### src/rtl/bus_strobe_pkg.sv
package bus_strobe_pkg;

  // Attributes of one machine cycle, frozen at its first edge
  typedef struct packed {
    logic data;   // external data-memory access
    logic wr;     // direction of the data access
    logic ext;    // code-read strobe pulses this cycle
    logic quiet;  // address-latch line held at rest
  } cyc_attr_t;

  localparam cyc_attr_t ATTR_IDLE = '{data: 1'b0, wr: 1'b0, ext: 1'b0, quiet: 1'b0};

  // True when slot s falls inside [lo, lo+w)
  function automatic logic in_win(input int s, input int lo, input int w);
    return (s >= lo) && (s < lo + w);
  endfunction

endpackage

### src/rtl/bus_slot_timer.sv
module bus_slot_timer #(
  parameter int PHASES = 2,
  parameter int STATES = 6,
  localparam int SLOTS = PHASES * STATES,
  localparam int SW    = $clog2(SLOTS),
  localparam int PW    = (PHASES > 1) ? $clog2(PHASES) : 1,
  localparam int STW   = $clog2(STATES + 1)
) (
  input  logic           clk,
  input  logic           rst,
  output logic [SW-1:0]  slot_nx,
  output logic           start_nx,
  output logic [STW-1:0] state_o,
  output logic [PW-1:0]  phase_o
);

  localparam logic [SW-1:0]  LAST_SLOT  = SW'(SLOTS - 1);
  localparam logic [PW-1:0]  LAST_PHASE = PW'(PHASES - 1);
  localparam logic [STW-1:0] LAST_STATE = STW'(STATES);
  localparam logic [STW-1:0] FIRST_ST   = STW'(1);

  logic [SW-1:0]  slot_q;
  logic [PW-1:0]  ph_q;
  logic [STW-1:0] st_q;

  always_comb begin
    slot_nx  = (slot_q == LAST_SLOT) ? '0 : slot_q + 1'b1;
    start_nx = (slot_nx == '0);
  end

  always_ff @(posedge clk) begin
    if (rst) begin
      slot_q <= LAST_SLOT;
      ph_q   <= LAST_PHASE;
      st_q   <= LAST_STATE;
    end else begin
      slot_q <= slot_nx;
      if (ph_q == LAST_PHASE) begin
        ph_q <= '0;
        st_q <= (st_q == LAST_STATE) ? FIRST_ST : st_q + 1'b1;
      end else begin
        ph_q <= ph_q + 1'b1;
      end
    end
  end

  assign state_o = st_q;
  assign phase_o = ph_q;

endmodule

### src/rtl/bus_cycle_latch.sv
module bus_cycle_latch
  import bus_strobe_pkg::*;
(
  input  logic      clk,
  input  logic      rst,
  input  logic      start_nx,
  input  logic      ext_fetch_i,
  input  logic      ext_strap_i,
  input  logic      data_cyc_i,
  input  logic      data_wr_i,
  input  logic      table_rd_i,
  input  logic      ale_off_i,
  output cyc_attr_t attr_nx
);

  cyc_attr_t fresh;
  cyc_attr_t attr_q;

  // The silencing bit only applies to plain internal fetches
  always_comb begin
    fresh.data  = data_cyc_i;
    fresh.wr    = data_cyc_i & data_wr_i;
    fresh.ext   = ext_fetch_i | ext_strap_i;
    fresh.quiet = ale_off_i & ~ext_strap_i & ~ext_fetch_i
                & ~table_rd_i & ~data_cyc_i;
    attr_nx     = start_nx ? fresh : attr_q;
  end

  always_ff @(posedge clk) begin
    if (rst) attr_q <= ATTR_IDLE;
    else     attr_q <= attr_nx;
  end

endmodule

### src/rtl/bus_strobe_decode.sv
module bus_strobe_decode
  import bus_strobe_pkg::*;
#(
  parameter int SLOTS     = 12,
  parameter int ALE_W     = 2,
  parameter int PSEN_LEAD = 3,
  parameter int PSEN_W    = 3,
  parameter int XS_GAP    = 3,
  parameter int XS_W      = 6,
  localparam int SW       = $clog2(SLOTS),
  localparam int HALF     = SLOTS / 2,
  localparam int XS_START = ALE_W + XS_GAP
) (
  input  logic          clk,
  input  logic          rst,
  input  logic [SW-1:0] slot_nx,
  input  cyc_attr_t     attr_nx,
  output logic          ale_o,
  output logic          psen_n_o,
  output logic          rd_n_o,
  output logic          wr_n_o
);

  logic [1:0] ale_win;
  logic [1:0] psen_win;
  logic       xs_win;
  logic       ale_d, psen_n_d, rd_n_d, wr_n_d;

  // One latch window and one code-read window per half cycle
  for (genvar h = 0; h < 2; h++) begin : g_half
    always_comb begin
      ale_win[h]  = in_win(int'(slot_nx), h * HALF, ALE_W);
      psen_win[h] = in_win(int'(slot_nx), h * HALF + PSEN_LEAD, PSEN_W);
    end
  end

  always_comb begin
    xs_win = in_win(int'(slot_nx), XS_START, XS_W);
    if (attr_nx.quiet)     ale_d = 1'b1;
    else if (attr_nx.data) ale_d = ale_win[0];
    else                   ale_d = |ale_win;
    psen_n_d = ~(attr_nx.ext & ~attr_nx.data & (|psen_win));
    rd_n_d   = ~(attr_nx.data & ~attr_nx.wr & xs_win);
    wr_n_d   = ~(attr_nx.data &  attr_nx.wr & xs_win);
  end

  always_ff @(posedge clk) begin
    if (rst) begin
      ale_o    <= 1'b0;
      psen_n_o <= 1'b1;
      rd_n_o   <= 1'b1;
      wr_n_o   <= 1'b1;
    end else begin
      ale_o    <= ale_d;
      psen_n_o <= psen_n_d;
      rd_n_o   <= rd_n_d;
      wr_n_o   <= wr_n_d;
    end
  end

endmodule

### src/rtl/bus_strobe_seq.sv
module bus_strobe_seq
  import bus_strobe_pkg::*;
#(
  parameter int PHASES    = 2,
  parameter int STATES    = 6,
  parameter int ALE_W     = 2,
  parameter int PSEN_LEAD = 3,
  parameter int PSEN_W    = 3,
  parameter int XS_GAP    = 3,
  parameter int XS_W      = 6,
  localparam int SLOTS    = PHASES * STATES,
  localparam int SW       = $clog2(SLOTS),
  localparam int PW       = (PHASES > 1) ? $clog2(PHASES) : 1,
  localparam int STW      = $clog2(STATES + 1)
) (
  input  logic           clk,
  input  logic           rst,
  input  logic           ext_fetch_i,
  input  logic           ext_strap_i,
  input  logic           data_cyc_i,
  input  logic           data_wr_i,
  input  logic           table_rd_i,
  input  logic           ale_off_i,
  output logic           ale_o,
  output logic           psen_n_o,
  output logic           rd_n_o,
  output logic           wr_n_o,
  output logic [STW-1:0] state_o,
  output logic [PW-1:0]  phase_o
);

  logic [SW-1:0] slot_nx;
  logic          start_nx;
  cyc_attr_t     attr_nx;

  bus_slot_timer #(.PHASES(PHASES), .STATES(STATES)) u_timer (
    .clk      (clk),
    .rst      (rst),
    .slot_nx  (slot_nx),
    .start_nx (start_nx),
    .state_o  (state_o),
    .phase_o  (phase_o)
  );

  bus_cycle_latch u_latch (
    .clk         (clk),
    .rst         (rst),
    .start_nx    (start_nx),
    .ext_fetch_i (ext_fetch_i),
    .ext_strap_i (ext_strap_i),
    .data_cyc_i  (data_cyc_i),
    .data_wr_i   (data_wr_i),
    .table_rd_i  (table_rd_i),
    .ale_off_i   (ale_off_i),
    .attr_nx     (attr_nx)
  );

  bus_strobe_decode #(
    .SLOTS(SLOTS), .ALE_W(ALE_W), .PSEN_LEAD(PSEN_LEAD),
    .PSEN_W(PSEN_W), .XS_GAP(XS_GAP), .XS_W(XS_W)
  ) u_decode (
    .clk      (clk),
    .rst      (rst),
    .slot_nx  (slot_nx),
    .attr_nx  (attr_nx),
    .ale_o    (ale_o),
    .psen_n_o (psen_n_o),
    .rd_n_o   (rd_n_o),
    .wr_n_o   (wr_n_o)
  );

endmodule

### config.mk
export PLATFORM = sky130hd
export DESIGN_NAME = bus_strobe_seq
export DESIGN_NICKNAME = d
export VERILOG_FILES = /design/src/rtl/bus_strobe_pkg.sv /design/src/rtl/bus_slot_timer.sv /design/src/rtl/bus_cycle_latch.sv /design/src/rtl/bus_strobe_decode.sv /design/src/rtl/bus_strobe_seq.sv
export SDC_FILE = /design/constraint.sdc
export NUM_CORES = 1
export LEC_CHECK = 0
export CAP_MARGIN = 20
export CORE_MARGIN = 4
export CORE_UTILIZATION = 43
export DETAILED_ROUTE_END_ITERATION = 16
export HOLD_SLACK_MARGIN = 0.08
export PLACE_DENSITY = 0.83
export SETUP_SLACK_MARGIN = 0.3
export SLEW_MARGIN = 20
export SYNTH_ARGS = -nofsm -noshare
export SYNTH_HDL_FRONTEND = slang
export SYNTH_HIERARCHICAL = 1
export SYNTH_SLANG_ARGS = --single-unit
### constraint.sdc
create_clock -name clk -period 1.75 [get_ports clk]
set_input_delay 0.35 -clock clk [delete_from_list [all_inputs] [get_ports clk]]
set_output_delay 0.35 -clock clk [all_outputs]
set_load 0.03 [all_outputs]
Word level (Yosys, flattened, before mapping)
Cells that the tools add are included.
- magnitude comparators: 9
- eq/ne operators: 2
- bitwise gates (word level): 21
- add/subtract/negate cells: 3
- reductions and logical operators: 7
- multiplexer cells: 6
- operators by type and width (kind ; number):
    less-than comparator 4 bit (second input constant) ; 3
    AND 1 bit ; 11
    inverter 1 bit ; 9
    >= comparator 4 x 3 -> 1 bit (second input constant) ; 2
    2-to-1 mux 4 bit ; 2
    adder 4 x 1 -> 4 bit (second input constant) ; 1
    == test 4 bit (second input constant) ; 1
    >= comparator 4 x 2 -> 1 bit (second input constant) ; 1
    >= comparator 4 bit (second input constant) ; 1
    logical AND 1 bit ; 4
    zero test 4 bit ; 1
    less-than comparator 4 x 2 -> 1 bit (second input constant) ; 1
    less-than comparator 4 x 3 -> 1 bit (second input constant) ; 1
    OR reduction 2 bit ; 2
    adder 3 x 1 -> 3 bit (second input constant) ; 1
    == test 3 bit (second input constant) ; 1
    2-to-1 mux 1 bit ; 3
    2-to-1 mux 3 bit ; 1
    adder 1 bit (second input constant) ; 1
    bitwise OR 1 bit ; 1
- output and inout bits: 8
- flip-flop bits (word level): 16
- input port bits: 8
- logic and storage cells: 59

Depth between registers and ports, before layout
Gate-level depths: netlist of the first run.
- depth after elaboration: 10
- gate-level depth with buffers: 8

Hierarchy
Netlist of the first run, hierarchy kept.
- modules (own cells, without submodules) (module ; times used ; area each (um^2) ; sequential area each (um^2) ; cells each):
    bus_slot_timer ; 1 ; 360.3 ; 160.2 ; 37
    bus_cycle_latch ; 1 ; 202.7 ; 80.1 ; 21
    bus_strobe_decode ; 1 ; 191.4 ; 80.1 ; 22

Worst setup path after synthesis of the first run
Ideal clock, no wire load.
- path kind: reg2reg
- from: register u_timer.slot_q[0]
- to: register u_decode.ale_o
- clock period less this slack: 1866 ps
- data arrival time: 1771 ps
- required time: 1655 ps
- cell stages (with the launch flop): 8
- library setup time: 95 ps
- slack: -116 ps
- path through: dfxtp_1 -> ha_1 -> or2b_1 -> mux2i_1 -> buf_6 -> mux2_4 -> nand3b_1 -> a221oi_1
- RTL lines (element ; RTL line ; RTL):
    start, declared ; bus_slot_timer.sv:22 ; logic [SW-1:0] slot_q;
    start signal, assigned ; bus_slot_timer.sv:37 ; slot_q <= slot_nx;
    end signal, assigned ; bus_strobe_decode.sv:54 ; ale_o <= ale_d;
    end, declared ; bus_strobe_decode.sv:18 ; output logic ale_o,

==> reports/results.ini, run 1 <==
[drt]
via_count = 691
viasPerCell = 5.44
drcViolationCount = 0
wirelength_um = 1700
drtIter0Drc = 8
routedWlPerCell_um = 13.4
ant_nets = 0
drtPass1Iterations = 4

[floorplanning]
core_area_mm2 = 0.00158
die-area_mm2 = 0.00249
die_h_um = 49.9
fp.dieW_um = 49.9
ioPinCount = 16
start_util = 0.479
num_rows = 14

[final_layout]
syn_to_final_growth_pct = 49.9
fillers = 119
seqCellArea_um2 = 324
fin_nets = 121
antenna_cells = 0
final_layout_size_suffix_gt1_frac = 0.378
fin_cells = 127
multiInputGateArea_um2 = 492

[timing]
holdWs_ns = 0.441
maxClockFrequency_mhz = 568
period_minus_slack_ns = 1.76
post-route-period-util = 1.01
finalSetupViolations = 1
setup_ws_ns = -0.0114
timing_hold_violations_final = 0
tightest_slew_ns = 0.317
relSlewSlack = 0.788
slew_violations = 0
rsz0062_at_grt = yes
fin_worst_skew_ns = 0.00499

[critical_path]
worst_ep_required_time_ns = 1.93
path_class = reg2reg
r2r_end = u_decode/psen_n_o
cp-end-kind = flip-flop
worst_setup_path_start_kind = flip-flop
reg2reg_depth = 9
reg2reg_slack_ns = -0.01
r2r-start = u_timer/slot_q[1]
path_max_fanout = 5
cp_data_arrival_time_ns = 1.94

[synth]
synth_top_family_by_area = simple AND/OR/NAND/NOR gates
synthFlopType = dfxtp_1
synth_area_um2 = 754
synth.distinct_cells = 37
synth_nets = 89
ys_ff_latch = 16
yosysSeqAreaShare = 0.425
synth-async-reset-ratio = 0
synth_xor_area_frac = 0.0116
muxShareOfSynthArea = 0.0332
synthAdderAreaFrac = 0.0166
syn_area_per_cell_um2 = 9.43
synth-simple-area-share = 0.287
synth_cells = 80
synth_compound_area_frac = 0.202
yosys_warnings = 6
synth_edf_count = 0

[min_path]
min_from = u_timer/phase_o
hold_end = u_timer/phase_o
holdPathStages = 1
hold_class = reg2reg

[placement]
dp_cells = 119
port_buffers = 15
place.gp.congestion = 0.758
place_hpwl_um = 1230

[clocking]
cts_root_buf = clkbuf_4
numCtsBuffers = 3
cts_tree = built
cts_sinks = 16
clockBufferDepth = 2
clk_pin_slew_ns = 0.09
htree_levels = 1
clock_latency_ns = 0.29

[global_routing]
grt_max_degree = 13
grt_util_met2 = 0.260
grt_pass1_vias = 695
antenna_found_initial = 0
met1_usage = 0.167
grt.busiest_layer = met2
grt_usage = 0.159
overflow = 0
grt_pass1_wl_um = 2950
gr-usage-met3 = 0.0633

[power_and_ir_drop]
power.leakage_nw = 0.467
ir_worst_vdd_uv = 713
power_density_mw_per_mm2 = 1060

[status]
violations = negative setup slack
status = finished with violations

[run]
cap_violations = 0

[worst max-delay path, stage by stage, from the launching register on]
cell and delay (ns):
dfxtp_2 0.36, ha_4 0.13, or2b_1 0.23, mux2i_2 0.21, buf_4 0.19, buf_12 0.12, nor2_2 0.04, a21oi_1 0.10
nand3_1 0.09, a21o_1 0.18
[flip-flops by register name, indices dropped and copies added, names as in the netlist]
name,cells
u_latch/attr_q,4
u_timer/slot_q,4
u_timer/state_o,3
u_decode/ale_o,1
u_decode/psen_n_o,1
u_decode/rd_n_o,1
u_decode/wr_n_o,1
u_timer/phase_o,1
[worst max path at each step]
stage                           start                 to  cells past startpoint
global placement    u_timer/slot_q[0]     u_decode/ale_o                      6
CTS                 u_timer/slot_q[1]     u_decode/ale_o                      5
detailed placement  u_timer/slot_q[0]     u_decode/ale_o                      6
finish              u_timer/slot_q[1]  u_decode/psen_n_o                      9
floorplan           u_timer/slot_q[0]     u_decode/ale_o                      7
global route        u_timer/slot_q[1]     u_decode/ale_o                      6
[cell type report]
cell class              count  share of cell area
inverters                   2             0.00664
clock buffers               4              0.0321
multi-input cells          61               0.435
repair buffers             28               0.222
well taps                  16              0.0177
flip-flops and latches     16               0.287
[logic make-up (layout without fill, tap and decap cells)]
kind of cell,after synthesis,count (layout)
xor gates and xnor gates,1,1
adders and majority gates,1,1
buffers and inverters,3,34
muxes,2,2
DFF,16,16
and+or+nand+nor,37,37
AOI/OAI and AO/OA,20,20
[power by group]
| group | total (mW) | leakage (nW) | switching [mW] | internal, mW |
|---|---|---|---|---|
| registers | 0.448 | 0.132 | 0.0357 | 0.413 |
| logic | 0.515 | 0.314 | 0.245 | 0.270 |
| clock network | 0.240 | 0.0210 | 0.114 | 0.127 |
[Yosys cell counts (all sizes together), types with 2 or more instances]
cell / instances / area [um2]
nor3b: 2 / 15.0
a41o: 2 / 20.0
dfxtp: 16 / 320
o21ai: 4 / 20.0
nand2b: 3 / 18.8
nand3: 2 / 10.0
nor2: 9 / 33.8
nand2: 7 / 26.3
inv: 2 / 7.51
nor2b: 3 / 26.3
a21oi: 4 / 23.8
nand4b: 2 / 17.5
or3b: 2 / 17.5
[through the flow]
step | utilization | power (mW) | setup TNS, ns | setup slack [ns] | cell area (um2)
after floorplan | - | 0.735 | -0.0234 | -0.0234 | 774
after CTS | 0.671 | 1.14 | -0.00350 | -0.00350 | 1060
final | 0.717 | 1.20 | -0.0114 | -0.0114 | 1130
after detailed placement | 0.635 | 0.884 | -0.0590 | -0.0590 | 1000
after global placement | 0.635 | 0.868 | 0 | 0.0562 | 1000
after global routing | 0.717 | 1.29 | -0.354 | -0.116 | 1130
[repair_timing]
action,CTS,global route
endpoints found under the setup margin,16,11
gates resized for setup,15,16
pin swaps,3,4
hold buffers,0,0
setup buffers,2,2
[cells in the final DEF (no fill, tap or decap), types with 2 or more instances in the layout]
master           instances
nand4b_1                 2
a21oi_1                  2
a21oi_2                  2
clkdlybuf4s15_2          2
clkbuf_2                 2
nor3b_2                  2
clkdlybuf4s50_1          7
nand2_1                  5
buf_4                   11
clkbuf_4                 3
nand2b_1                 2
o21ai_0                  4
dlygate4sd2_1            4
dfxtp_2                  3
inv_1                    2
dfxtp_1                 13
a41o_1                   2
nor2b_1                  2
nor2_1                   8
[routing by layer]
layer  share of wire  vias up
met3           0.052        5
met2            0.50       14
met1            0.43      318
met5               0        -
li1                -      354
met4           0.018        0
No activity file was read; power rests on OpenSTA's default activity.
==> run 2, diff against run 1 <==
--- a/config.mk
+++ b/config.mk
@@ -7,13 +7,13 @@
 export LEC_CHECK = 0
 export CAP_MARGIN = 20
 export CORE_MARGIN = 4
-export CORE_UTILIZATION = 43
+export CORE_UTILIZATION = 44
 export DETAILED_ROUTE_END_ITERATION = 16
 export HOLD_SLACK_MARGIN = 0.08
-export PLACE_DENSITY = 0.83
+export PLACE_DENSITY = 0.84
 export SETUP_SLACK_MARGIN = 0.3
+export SKIP_CTS_REPAIR_TIMING = 1
 export SLEW_MARGIN = 20
 export SYNTH_ARGS = -nofsm -noshare
 export SYNTH_HDL_FRONTEND = slang
-export SYNTH_HIERARCHICAL = 1
 export SYNTH_SLANG_ARGS = --single-unit
==> run 2 against run 1 <==
  * Largest cell class unchanged
  * Global-route usage fell by 2.0 points
  * Largest power group unchanged
  * Clock-buffer cell count did not move
  * The run still ends with negative setup slack left
  * Combinational power barely moved
  * Critical endpoint is now u_decode.rd_n_o
  * Sequential power rose by 1%
==> reports/results.ini, run 2 <==
[status]
violations = negative setup slack
status = finished with violations

[final_layout]
fin_util = 0.670
final_common_cell = dfxtp_1
final_area_mm2 = 0.00114
fin_cells = 140
final_layout_size_suffix_gt1_frac = 0.278
syn_to_final_growth_pct = 45.0
mostFrequentLayoutCells = dfxtp_1, buf_4, nand2_1
antenna_cells = 0
fillers = 128
fin_nets = 128

[timing]
tightest_slew_ns = 0.323
relSlewSlack = 0.784
timing_hold_violations_final = 0
rsz0062_at_grt = yes
maxClockFrequency_mhz = 527
setup_ws_ns = -0.147
post-route-period-util = 1.08
period_minus_slack_ns = 1.90
slew_violations = 0
fin_worst_skew_ns = 0.00407
holdWs_ns = 0.472
finalSetupViolations = 2

[floorplanning]
num_rows = 15
start_util = 0.462
die_h_um = 50.4
ioPinCount = 16
fp.dieW_um = 50.4
core_area_mm2 = 0.00171
die-area_mm2 = 0.00254

[global_routing]
grt_max_degree = 10
gr-usage-met3 = 0.0297
grt_pass1_vias = 681
met1_usage = 0.161
overflow = 0
grt_usage = 0.139
antenna_found_initial = 0
grt_util_met2 = 0.230
grt_pass1_wl_um = 2710
grt.busiest_layer = met2

[placement]
port_buffers = 15
placed_area_mm2 = 0.00105
place.gp.congestion = 0.853
place_hpwl_um = 1230
place_ws_ns = -0.133
dp_cells = 134

[critical_path]
path_max_fanout = 6
cp_data_arrival_time_ns = 2.07
path_class = reg2reg
worst_ep_required_time_ns = 1.93
worst_setup_path_start_kind = flip-flop
cp-end-kind = flip-flop

[drt]
drcViolationCount = 0
via_count = 682
ant_nets = 0
viasPerCell = 4.87
routedWlPerCell_um = 11.2
wirelength_um = 1560
drtIter0Drc = 12
drtPass1Iterations = 4

[synth]
yosys_warnings = 0
synth-async-reset-ratio = 0
yosysSeqAreaShare = 0.406
synth_edf_count = 0
syn_area_per_cell_um2 = 9.29
synth_most_common_cell = dfxtp_1
synth_nets = 97
synth_cells = 85
synthTopCellsByCount = dfxtp_1, nand2_1, nor2_1
ys_ff_latch = 16
synth_top_area_cell = dfxtp_1
synthFlopType = dfxtp_1
synth.distinct_cells = 31
synth.top_cell.area_share = 0.406
synth.area.top_cells = dfxtp_1, mux2i_1, ha_1, nand2_1, o21ai_0
synth_area_um2 = 790

[power_and_ir_drop]
power.leakage_nw = 0.527
power_density_mw_per_mm2 = 1060
ir_worst_vdd_uv = 777

[clocking]
cts_root_buf = clkbuf_4
numCtsBuffers = 3
clk_pin_slew_ns = 0.09
htree_levels = 1
clock_latency_ns = 0.29
cts_sinks = 16
clockBufferDepth = 2
cts_tree = built

[run]
cap_violations = 0

[min_path]
hold_class = reg2reg

run 2: cell count changes after synthesis, sizes merged, moves of 3 or more:
cell,delta
inv,+3
mux2i,+5
ha,+3
o21ai,+3
nand2,+3
run 2: cell families (layout without fill, tap and decap cells):
group | Yosys count | after routing | share of synthesized area
buf+inv | 7 | 37 | 0.0475
mux | 6 | 6 | 0.0761
simple gates | 31 | 31 | 0.201
fa+ha+maj | 4 | 4 | 0.0634
flops | 16 | 16 | 0.406
compound gates | 18 | 18 | 0.173
xor+xnor | 3 | 3 | 0.0333
run 2: metrics by stage:
stage / power [mW] / setup TNS [ns]
5_1_grt: 1.29 / -0.449
3_5_place_dp: 0.939 / -0.226
6_report: 1.21 / -0.234
4_1_cts: 1.18 / -0.305
2_1_floorplan: 0.762 / -0.358
3_3_place_gp: 0.927 / -0.101
run 2: critical path: stages, from the launching register on:
cell	delay [ns]
dfxtp_4	0.37
ha_4	0.18
xor2_2	0.15
o32ai_4	0.35
mux2i_2	0.29
or4b_1	0.44
run 2: power breakdown:
| group | internal [mW] | switching [mW] | leakage, nW |
|---|---|---|---|
| clock network | 0.127 | 0.118 | 0.0210 |
| registers | 0.417 | 0.0367 | 0.133 |
| logic | 0.269 | 0.246 | 0.373 |
| total | 0.812 | 0.400 | 0.527 |
run 2: layout make-up:
| type | count | area [um2] | share of cell area |
|---|---|---|---|
| Inverter | 5 | 18.8 | 0.0164 |
| Multi-Input combinational cell | 62 | 470 | 0.411 |
| Tap cell | 25 | 31.3 | 0.0273 |
| Clock buffer | 4 | 36.3 | 0.0317 |
| Sequential cell | 16 | 328 | 0.286 |
| Timing Repair Buffer | 28 | 260 | 0.227 |
run 2: worst paths after layout:
check                    startpoint              end  slack, ns  cells after the start
setup reg to reg  u_timer.slot_q[0]  u_decode.rd_n_o      -0.15                      5
hold reg to reg     u_timer.phase_o  u_timer.phase_o       0.47                      1
setup / recovery  u_timer.slot_q[0]  u_decode.rd_n_o      -0.15                      5
hold / removal      u_timer.phase_o  u_timer.phase_o       0.47                      1
run 2: per-layer routing:
layer	vias to the layer above	routed length, um	part of all wire
met2	14	783	0.50
met1	315	683	0.44
met5	-	0	0
li1	349	-	-
met4	0	26	0.017
met3	4	68	0.044
